==> config.mk <==
export PLATFORM = sky130hd
export DESIGN_NAME = iso_ep_sched
export DESIGN_NICKNAME = d
export VERILOG_FILES = /design/src/rtl/iso_sched_pkg.sv /design/src/rtl/iso_prime_ctl.sv /design/src/rtl/iso_pkt_cnt.sv /design/src/rtl/iso_tok_resp.sv /design/src/rtl/iso_ep_sched.sv
export SDC_FILE = /design/constraint.sdc
export NUM_CORES = 1
export LEC_CHECK = 0
export BUFFER_PORTS_ARGS = -buffer_cell sky130_fd_sc_hd__buf_2
export CORE_MARGIN = 3
export CORE_UTILIZATION = 30
export DETAILED_ROUTE_END_ITERATION = 7
export PLACE_DENSITY = 0.62
export SYNTH_ARGS = -nofsm -noshare
export SYNTH_HDL_FRONTEND = slang
export SYNTH_HIERARCHICAL = 1
export SYNTH_SLANG_ARGS = --single-unit
==> constraint.sdc <==
create_clock -name clk -period 1.1 [get_ports clk]
set_input_delay 0.165 -clock clk [delete_from_list [all_inputs] [get_ports clk]]
set_output_delay 0.165 -clock clk [all_outputs]
set_load 0.1 [all_outputs]
==> src/rtl/iso_sched_pkg.sv <==
package iso_sched_pkg;
  localparam int unsigned MULT_W = 2;

  typedef enum logic [1:0] {
    EP_IDLE = 2'd0,
    EP_PEND = 2'd1,
    EP_LIVE = 2'd2
  } ep_state_e;

  // status word bit positions
  localparam int unsigned ST_XERR  = 0;
  localparam int unsigned ST_FULF  = 1;
  localparam int unsigned ST_CRC   = 2;
  localparam int unsigned ST_RESID = 3;
endpackage

==> src/rtl/iso_prime_ctl.sv <==
module iso_prime_ctl
  import iso_sched_pkg::*;
(
  input  logic              clk,
  input  logic              rst_n,
  input  logic              prime_i,
  input  logic              cancel_i,
  input  logic              sof_i,
  input  logic [MULT_W-1:0] mult_i,
  input  logic              retire_now_i,
  output ep_state_e         state_o,
  output logic              prime_bit_o,
  output logic              cfg_err_o,
  output logic              capture_o,
  output logic              arm_o
);
  ep_state_e state_q, state_d;
  logic      illegal;

  always_comb begin
    capture_o = (state_q == EP_IDLE) && prime_i && (mult_i != '0) && !cancel_i;
    illegal   = (state_q == EP_IDLE) && prime_i && (mult_i == '0);
    arm_o     = (state_q == EP_PEND) && sof_i && !cancel_i;
    state_d   = state_q;
    if (cancel_i) begin
      state_d = EP_IDLE;
    end else begin
      unique case (state_q)
        EP_IDLE: if (capture_o)    state_d = EP_PEND;
        EP_PEND: if (sof_i)        state_d = EP_LIVE;
        EP_LIVE: if (retire_now_i) state_d = EP_IDLE;
        default:                   state_d = EP_IDLE;
      endcase
    end
  end

  always_ff @(posedge clk or negedge rst_n) begin
    if (!rst_n) begin
      state_q     <= EP_IDLE;
      prime_bit_o <= 1'b0;
      cfg_err_o   <= 1'b0;
    end else begin
      state_q     <= state_d;
      prime_bit_o <= capture_o;
      cfg_err_o   <= illegal;
    end
  end

  assign state_o = state_q;

  p_prime_bit_clears_r1: assert property (@(posedge clk) disable iff (!rst_n)
    prime_bit_o |=> !prime_bit_o);
  p_pend_waits_sof_r2: assert property (@(posedge clk) disable iff (!rst_n)
    (state_q == EP_PEND) && !sof_i && !cancel_i |=> state_q == EP_PEND);
  p_illegal_mult_r11: assert property (@(posedge clk) disable iff (!rst_n)
    (state_q == EP_IDLE) && prime_i && (mult_i == '0) |=> cfg_err_o && state_q == EP_IDLE);
  p_cancel_idle_r12: assert property (@(posedge clk) disable iff (!rst_n)
    cancel_i |=> state_q == EP_IDLE && !prime_bit_o);
  p_busy_prime_r13: assert property (@(posedge clk) disable iff (!rst_n)
    (state_q != EP_IDLE) && prime_i |=> !prime_bit_o);
endmodule

==> src/rtl/iso_pkt_cnt.sv <==
module iso_pkt_cnt
  import iso_sched_pkg::*;
#(
  parameter int unsigned LEN_W = 11
) (
  input  logic              clk,
  input  logic              rst_n,
  input  logic              capture_i,
  input  logic              arm_i,
  input  logic              live_i,
  input  logic              tok_i,
  input  logic              done_i,
  input  logic              crc_i,
  input  logic [MULT_W-1:0] mult_i,
  input  logic [LEN_W-1:0]  len_i,
  input  logic [LEN_W-1:0]  bytes_i,
  output logic              last_o,
  output logic              started_o,
  output logic [LEN_W-1:0]  resid_nx_o,
  output logic              crc_nx_o
);
  logic [MULT_W-1:0] mult_q, cnt_q, cnt_d;
  logic [LEN_W-1:0]  resid_q, resid_d;
  logic              crc_q, crc_d, started_q, started_d;
  logic              live_done;

  always_comb begin
    live_done = live_i && done_i;
    last_o    = live_done && (cnt_q == MULT_W'(1));
    cnt_d     = cnt_q;
    resid_d   = resid_q;
    crc_d     = crc_q;
    started_d = started_q;
    if (capture_i) resid_d = len_i;
    if (arm_i) begin
      cnt_d     = mult_q;
      crc_d     = 1'b0;
      started_d = 1'b0;
    end else if (live_i) begin
      if (tok_i || done_i) started_d = 1'b1;
      if (done_i) begin
        cnt_d   = cnt_q - MULT_W'(1);
        resid_d = (bytes_i >= resid_q) ? '0 : resid_q - bytes_i;
        crc_d   = crc_q | crc_i;
      end
    end
  end

  always_ff @(posedge clk or negedge rst_n) begin
    if (!rst_n) begin
      mult_q    <= '0;
      cnt_q     <= '0;
      resid_q   <= '0;
      crc_q     <= 1'b0;
      started_q <= 1'b0;
    end else begin
      if (capture_i) mult_q <= mult_i;
      cnt_q     <= cnt_d;
      resid_q   <= resid_d;
      crc_q     <= crc_d;
      started_q <= started_d;
    end
  end

  assign started_o  = started_q;
  assign resid_nx_o = live_done ? resid_d : resid_q;
  assign crc_nx_o   = live_done ? crc_d : crc_q;

  p_cnt_live_r6: assert property (@(posedge clk) disable iff (!rst_n)
    live_i |-> cnt_q != '0);
  p_resid_mono_r10: assert property (@(posedge clk) disable iff (!rst_n)
    live_i && !capture_i |=> resid_q <= $past(resid_q));
endmodule

==> src/rtl/iso_tok_resp.sv <==
module iso_tok_resp (
  input  logic clk,
  input  logic rst_n,
  input  logic live_i,
  input  logic in_tok_i,
  input  logic out_tok_i,
  output logic tx_data_o,
  output logic tx_zlp_o,
  output logic rx_accept_o,
  output logic rx_drop_o
);
  logic tx_data_d, tx_zlp_d, rx_acc_d, rx_drop_d;

  always_comb begin
    tx_data_d = in_tok_i && live_i;
    tx_zlp_d  = in_tok_i && !live_i;
    rx_acc_d  = out_tok_i && live_i;
    rx_drop_d = out_tok_i && !live_i;
  end

  always_ff @(posedge clk or negedge rst_n) begin
    if (!rst_n) begin
      tx_data_o   <= 1'b0;
      tx_zlp_o    <= 1'b0;
      rx_accept_o <= 1'b0;
      rx_drop_o   <= 1'b0;
    end else begin
      tx_data_o   <= tx_data_d;
      tx_zlp_o    <= tx_zlp_d;
      rx_accept_o <= rx_acc_d;
      rx_drop_o   <= rx_drop_d;
    end
  end

  p_idle_in_zlp_r3: assert property (@(posedge clk) disable iff (!rst_n)
    in_tok_i && !live_i |=> tx_zlp_o && !tx_data_o);
  p_idle_out_drop_r4: assert property (@(posedge clk) disable iff (!rst_n)
    out_tok_i && !live_i |=> rx_drop_o && !rx_accept_o);
  p_live_in_data_r5: assert property (@(posedge clk) disable iff (!rst_n)
    in_tok_i && live_i |=> tx_data_o && !tx_zlp_o);
  p_tx_onehot_r3: assert property (@(posedge clk) disable iff (!rst_n)
    $onehot0({tx_data_o, tx_zlp_o}));
endmodule

==> src/rtl/iso_ep_sched.sv <==
module iso_ep_sched
  import iso_sched_pkg::*;
#(
  parameter int unsigned LEN_W = 11,
  localparam int unsigned ST_W = LEN_W + ST_RESID
) (
  input  logic              clk,
  input  logic              rst_n,
  input  logic              prime_i,
  input  logic              cancel_i,
  input  logic [MULT_W-1:0] mult_i,
  input  logic [LEN_W-1:0]  len_i,
  input  logic              sof_i,
  input  logic              in_tok_i,
  input  logic              out_tok_i,
  input  logic              pkt_done_i,
  input  logic              crc_err_i,
  input  logic [LEN_W-1:0]  pkt_bytes_i,
  output logic              tx_data_o,
  output logic              tx_zlp_o,
  output logic              rx_accept_o,
  output logic              rx_drop_o,
  output logic              prime_bit_o,
  output logic              pend_o,
  output logic              active_o,
  output logic              cfg_err_o,
  output logic              retire_o,
  output logic [ST_W-1:0]   status_o
);
  logic [1:0]       rst_sync_q;
  logic             rst_n_s;
  ep_state_e        state;
  logic             capture, arm, live, last, started, crc_nx;
  logic             retire_now, fulfil;
  logic [LEN_W-1:0] resid_nx;
  logic [ST_W-1:0]  status_d, status_q;
  logic             retire_q;

  always_ff @(posedge clk or negedge rst_n) begin
    if (!rst_n) rst_sync_q <= 2'b00;
    else        rst_sync_q <= {rst_sync_q[0], 1'b1};
  end
  assign rst_n_s = rst_sync_q[1];

  assign live = (state == EP_LIVE);

  iso_prime_ctl u_prime (
    .clk          (clk),
    .rst_n        (rst_n_s),
    .prime_i      (prime_i),
    .cancel_i     (cancel_i),
    .sof_i        (sof_i),
    .mult_i       (mult_i),
    .retire_now_i (retire_now),
    .state_o      (state),
    .prime_bit_o  (prime_bit_o),
    .cfg_err_o    (cfg_err_o),
    .capture_o    (capture),
    .arm_o        (arm)
  );

  iso_pkt_cnt #(.LEN_W(LEN_W)) u_cnt (
    .clk        (clk),
    .rst_n      (rst_n_s),
    .capture_i  (capture),
    .arm_i      (arm),
    .live_i     (live),
    .tok_i      (in_tok_i | out_tok_i),
    .done_i     (pkt_done_i),
    .crc_i      (crc_err_i),
    .mult_i     (mult_i),
    .len_i      (len_i),
    .bytes_i    (pkt_bytes_i),
    .last_o     (last),
    .started_o  (started),
    .resid_nx_o (resid_nx),
    .crc_nx_o   (crc_nx)
  );

  iso_tok_resp u_resp (
    .clk         (clk),
    .rst_n       (rst_n_s),
    .live_i      (live),
    .in_tok_i    (in_tok_i),
    .out_tok_i   (out_tok_i),
    .tx_data_o   (tx_data_o),
    .tx_zlp_o    (tx_zlp_o),
    .rx_accept_o (rx_accept_o),
    .rx_drop_o   (rx_drop_o)
  );

  always_comb begin
    fulfil     = live && sof_i && started && !last;
    retire_now = live && !cancel_i && (last || fulfil);
    status_d             = '0;
    status_d[ST_XERR]    = crc_nx || fulfil;
    status_d[ST_FULF]    = fulfil;
    status_d[ST_CRC]     = crc_nx;
    status_d[ST_W-1:ST_RESID] = resid_nx;
  end

  always_ff @(posedge clk or negedge rst_n_s) begin
    if (!rst_n_s) begin
      retire_q <= 1'b0;
      status_q <= '0;
    end else begin
      retire_q <= retire_now;
      if (retire_now) status_q <= status_d;
    end
  end

  assign retire_o = retire_q;
  assign status_o = status_q;
  assign pend_o   = (state == EP_PEND);
  assign active_o = live;

  p_retire_pulse_r6: assert property (@(posedge clk) disable iff (!rst_n_s)
    retire_o |=> !retire_o);
  p_retire_idle_r6: assert property (@(posedge clk) disable iff (!rst_n_s)
    retire_o |-> !active_o && !pend_o);
  p_fulfil_xerr_r7: assert property (@(posedge clk) disable iff (!rst_n_s)
    retire_o && status_o[ST_FULF] |-> status_o[ST_XERR]);
  p_quiet_live_r8: assert property (@(posedge clk) disable iff (!rst_n_s)
    live && !started && !cancel_i && !in_tok_i && !out_tok_i && !pkt_done_i |=> active_o);
  p_cancel_noret_r12: assert property (@(posedge clk) disable iff (!rst_n_s)
    cancel_i |=> !retire_o);
endmodule

After elaboration in Yosys (flattened, before gate mapping) --
Cells that the tools add are included.
Word-level totals: bits in registers 42, bits in latches 0, memory bits (writable) 0, ROM bits 0, input port bits 33, output and inout port bits 23, word-level logic and storage cells 79, memories 0
Cells by class: add/subtract/negate cells 2, multiply operators 0, div/mod/pow operators 0, order comparisons 1, eq/ne operators 6, shift operators 0, muxes and demuxes 21, bitwise operators 2, reduce and logical (&&, ||, !) cells 32
Operators by type and width (count):
- 11-bit 2-to-1 mux | 6
- 1-bit logical AND | 17
- 2-bit 2-to-1 mux | 7
- 11-bit greater-or-equal comparator | 1
- 11-bit subtractor | 1
- 2-bit nonzero test | 4
- 1-bit 2-to-1 mux | 7
- 3-bit by 2-bit inequality test with 1-bit output (second input constant) | 2
- 2-bit one-hot mux with 3 select lines | 1
- 2-bit by 1-bit equality test with 1-bit output (second input constant) | 2
- 2-bit zero test | 2
- 2-bit AND reduction | 2
- 1-bit zero test | 3
- 1-bit logical OR | 3
- 3-bit inequality test (second input constant) | 1
- 3-bit AND reduction | 1
- 2-bit equality test (second input constant) | 1
- 1-bit bitwise OR | 2
- 2-bit by 1-bit subtractor with 2-bit output (second input constant) | 1

Longest topological paths before layout --
depth after elaboration 10, mapped depth 11, mapped depth without buffers 11

By module --
The synthesis kept the hierarchy.
Modules (own cells, without submodules):
- iso_pkt_cnt | times used 1, cells an instance 180, area each 1500.2 um^2, seq. area each 425.4 um^2
- iso_ep_sched | times used 1, cells an instance 42, area each 706.9 um^2, seq. area each 425.4 um^2
- iso_prime_ctl | times used 1, cells an instance 16, area each 175.2 um^2, seq. area each 100.1 um^2
- iso_tok_resp | times used 1, cells an instance 8, area each 125.1 um^2, seq. area each 100.1 um^2

Least setup slack after synthesis --
No wires, ideal clock.
path type register to register, start point reg u_prime.state_q[0] (netlist: u_prime/state_o[0]), end point reg status_q[10] (netlist: status_o[10]), setup time 0.068 ns, arrival time 2.612 ns, required time 1.032 ns, setup slack -1.580 ns, stages on the path, launching flop included 9, buffers on the path 1, path through dfrtp_1 > and2b_1 > nand2_1 > nor3_1 > o31a_1 > and2_4 > buf_6 > a221o_1 > mux2_4
RTL lines:
- start: declaration | RTL line iso_prime_ctl.sv:17 | ep_state_e state_q, state_d;
- start signal: assignment | RTL line iso_prime_ctl.sv:43 | state_q <= state_d;
- 2-bit equality test (*) | RTL line iso_ep_sched.sv:45 | assign live = (state == EP_LIVE);
- named net active_o | RTL line iso_ep_sched.sv:25 | output logic active_o,
- 11-bit 2-to-1 mux | RTL line iso_pkt_cnt.sv:39 | end else if (live_i) begin
- 11-bit 2-to-1 mux | RTL line iso_pkt_cnt.sv:35 | if (arm_i) begin
- 11-bit 2-to-1 mux (*) | RTL line iso_pkt_cnt.sv:66 | assign resid_nx_o = live_done ? resid_d : resid_q;
- named net resid_nx[7] | RTL line iso_ep_sched.sv:35 | logic [LEN_W-1:0] resid_nx;
- end signal: assignment | RTL line iso_ep_sched.sv:108 | if (retire_now) status_q <= status_d;
- end: declaration | RTL line iso_ep_sched.sv:36 | logic [ST_W-1:0] status_d, status_q;
Mark *: on every way through the listed nets, which the timed path passes. The rest lies on a longest branch. A chain may end at the register's enable or synchronous reset.

Worst setup path in the final report --
start point reg u_cnt.resid_q[0], end point reg status_q[13] (netlist: status_o[13])
Between the ends: cells in the longest elaborated chain, start to end 6
RTL lines:
- start: declaration | RTL line iso_pkt_cnt.sv:23 | logic [LEN_W-1:0] resid_q, resid_d;
- start signal: assignment | RTL line iso_pkt_cnt.sv:59 | resid_q <= resid_d;
- 11-bit subtractor / 11-bit greater-or-equal comparator (equally long branches) | RTL line iso_pkt_cnt.sv:43 | resid_d = (bytes_i >= resid_q) ? '0 : resid_q - bytes_i;
- 11-bit 2-to-1 mux (*) | RTL line iso_pkt_cnt.sv:43
- 11-bit 2-to-1 mux (*) | RTL line iso_pkt_cnt.sv:41 | if (done_i) begin
- 11-bit 2-to-1 mux (*) | RTL line iso_pkt_cnt.sv:39
- 11-bit 2-to-1 mux (*) | RTL line iso_pkt_cnt.sv:35
- 11-bit 2-to-1 mux (*) | RTL line iso_pkt_cnt.sv:66
- named net resid_nx[10] | RTL line iso_ep_sched.sv:35
Marks and branches as above.

==> impl_metrics.tcl <==
set metrics [dict create \
    outcome "complete, but fails checks" \
    violations "negative setup slack" \
    crit_type "flop to flop" \
    wl_per_cell_um 15.6 \
    pwr-share-comb 0.627 \
    ys_seq_elements 42 \
    synth_xor_area_frac 0.0349 \
    drt-total-wl_mm 7.89 \
    grt_pass1_wl_mm 12.0 \
    core_area_sq_mm 0.00793 \
    p_sw_frac 0.420 \
    most-common-layout-cells "70 x buf_4, 39 x dfrtp_1, 32 x buf_2, 31 x buf_6, 25 x buf_12" \
    post-route-period-util 2.15 \
    overflow 0 \
    ir_drop_v 0.00129 \
    synthAdderAreaFrac 0.0679 \
    nets 450 \
    antenna_found_initial 0 \
    grt_use_total 0.154 \
    cap_violations 0 \
    ys.warnings.count 6 \
    io_buffer_count 55 \
    hold_viol 0 \
    leakage_nw 2.17 \
    drtIter0Drc 56 \
    synth.distinct_cells 52 \
    nFillCells 630 \
    gp_congestion 0.870 \
    ant_nets 0 \
    worst_hold_slack_ns 0.103 \
    synth_top_family_by_area "compound AO/OA/AOI/OAI gates" \
    netlist_area_sq_mm 0.00251 \
    synth_edf_count 0 \
    skew_ns 0.00688 \
    synth_nets 292 \
    pwr-share-seq 0.243 \
    crit_path_start "u_cnt/resid_q[0]" \
    grt_pass1_vias 2518 \
    synthCells 246 \
    syn2layout_area_growth_pct 88.6 \
    clock_sinks 42 \
    yosysSeqAreaShare 0.419 \
    drtPass1Iterations 4 \
    max_freq_mhz 424 \
    endpoint_kind "flop" \
    p_int_mw 5.47 \
    rows 32 \
    initial_utilization 0.316 \
    htreeDepth 2 \
    via_per_inst 4.83 \
    io_pins 56 \
    drive_above_1_share 0.649 \
    drv_slew 0 \
    tns_ns -31.04 \
    async_reset_ff_frac 1.00 \
    place_ws_ns -1.29 \
    vias 2450 \
    insertion_delay_ns 0.30 \
    cts.path.max_buffers 2 \
    synth-simple-area-share 0.132 \
    avgSynthCellArea_sq_um 10.2 \
    p_sw_mw 3.97 \
    finalSetupViolCount 40 \
    setup_slack_ns -1.26 \
    power.density_mw_per_mm2 2000 \
    cp-start-kind "flop" \
    p_clk_frac 0.130 \
    final_common_cell "buf_4" \
    clkTransAtPathRegs_ns 0.08 \
    synth.area.mux_share 0.116 \
    period_needed_ns 2.36 \
    hp-start "in_tok_i" \
    die_x_um 97.4 \
    fp.dieH_um 97.4 \
    diodes 0 \
    cp_data_arrival_time_ns 2.55 \
    synth_compound_area_frac 0.180 \
    cts_buffers 5 \
    required_ns 1.29 \
    rsz0062_at_grt "yes" \
    clockRootBuffer "clkbuf_8" \
    total_power_mw 9.44 \
    hp-class "input port to flop" \
    cts_tree "built" \
    grt_start_max_net_pins 29 \
    die-area_sq_mm 0.00949 \
    cp_max_fo 2 \
    yosys_most_used_dff "dfrtp_1" \
    r2r-start "u_cnt/resid_q[0]" \
    hpwl_mm 5.09 \
    remaining_drc_errors 0 \
]
-- worst max-delay path, stage by stage (launching register included) --
cell and delay, ns:
dfrtp_1 0.40, inv_2 0.08, ha_4 0.13, inv_2 0.03, fa_2 0.34, a211oi_2 0.25, o211a_1 0.20, o21bai_1 0.10
a21oi_2 0.18, xnor2_2 0.10, a21bo_2 0.20, mux2_4 0.25
-- Yosys cell counts (2+ instances only) --
cell type   n  share of area
o21bai_1    2         0.0060
dfrtp_1    42           0.42
clkbuf_1    4         0.0060
mux2_4      8          0.048
nor2_1     11          0.016
nand2b_1    3         0.0075
a21oi_2     2         0.0070
o2bb2ai_1   4          0.014
xnor2_1     7          0.024
a21o_1      5          0.015
nand3_1     7          0.014
o21ai_0    17          0.034
buf_6       2         0.0090
and2_1      5          0.012
mux2i_1     7          0.028
a31oi_1     4          0.010
a21boi_0    2         0.0060
nor2b_1     5          0.012
mux2_2      9          0.040
nand2_1    17          0.025
nor3_1      4         0.0080
xor2_1      3          0.010
ha_1       12          0.060
o21a_1      2         0.0060
o22ai_1     2         0.0050
inv_1      15          0.022
o211ai_1    3         0.0090
a21oi_1    18          0.036
-- path summary, 6_finish.rpt --
| kind | depth (start not counted) | slack, ns | endpoint |
|---|---|---|---|
| worst max-delay path | 11 | -1.26 | status_o[13] |
| worst min-delay path | 2 | 0.10 | u_resp/tx_data_o |
| min in group asynchronous | 2 | 0.17 | rst_sync_q[1] |
| worst max register to register | 11 | -1.26 | status_o[13] |
| max in group asynchronous | 1 | 0.53 | u_prime/state_o[0] |
| worst min register to register | 1 | 0.20 | u_cnt/resid_q[0] |
-- metrics by stage --
step,utilization,area (sq um),std cells
after detailed placement,0.486,3850,462
after global routing,0.597,4730,507
after CTS,0.553,4390,490
after global placement,0.486,3850,462
final,0.597,4730,507
after floorplan,-,2650,246
-- what timing repair did --
| item | in CTS | in global routing |
|---|---|---|
| hold buffers | 1 | 0 |
| endpoints found under the setup margin | 41 | 43 |
| gates resized for setup | 55 | 54 |
| pin swaps | 31 | 23 |
| endpoints found under the hold margin | 2 | 0 |
| cloned | 1 | 0 |
| buffers inserted | 21 | 32 |
-- layout make-up --
cell class	instances	area (sq um)	area share
repair buffers	160	1570	0.333
multi-input cells	180	1810	0.382
flip-flops and latches	42	1050	0.223
inverters	15	56.3	0.0119
clock buffers	6	72.6	0.0153
clock inverters	2	37.5	0.00794
well taps	102	128	0.0270
-- power by group through the flow --
stage               Combinational [mW]  Clock (mW)  Sequential [mW]
global route                      6.22        1.34             2.34
detailed placement                4.87           0             2.29
finish                            5.92        1.22             2.30
CTS                               5.41        1.27             2.28
global placement                  4.79           0             2.28
floorplan                         1.71           0             3.46
-- logic make-up after synthesis --
family / count (synthesis)
fa+ha+maj: 13
mux: 24
simple gates: 62
compound gates: 70
buf+inv: 24
other cells: 1
xor+xnor: 10
flops: 42
-- per-layer routing --
layer	up-vias	track usage	wire length, um	share of wire
met2	61	0.257	4060	0.51
li1	1185	-	-	-
met5	-	0	0	0
met4	0	0.0426	72	0.0091
met3	9	0.0316	335	0.042
met1	1195	0.203	3430	0.43
-- sequential cells by signal, summed over array words and instances, names as in the netlist --
name / cells
status_o: 14
u_cnt/resid_q: 11
rst_sync_q: 2
u_cnt/cnt_q: 2
u_cnt/mult_q: 2
u_prime/state_o: 2
retire_o: 1
u_cnt/crc_q: 1
u_cnt/started_o: 1
u_prime/cfg_err_o: 1
u_prime/prime_bit_o: 1
u_resp/rx_accept_o: 1
u_resp/rx_drop_o: 1
u_resp/tx_data_o: 1
u_resp/tx_zlp_o: 1
Note: power is estimated with default switching activity, not from simulation.
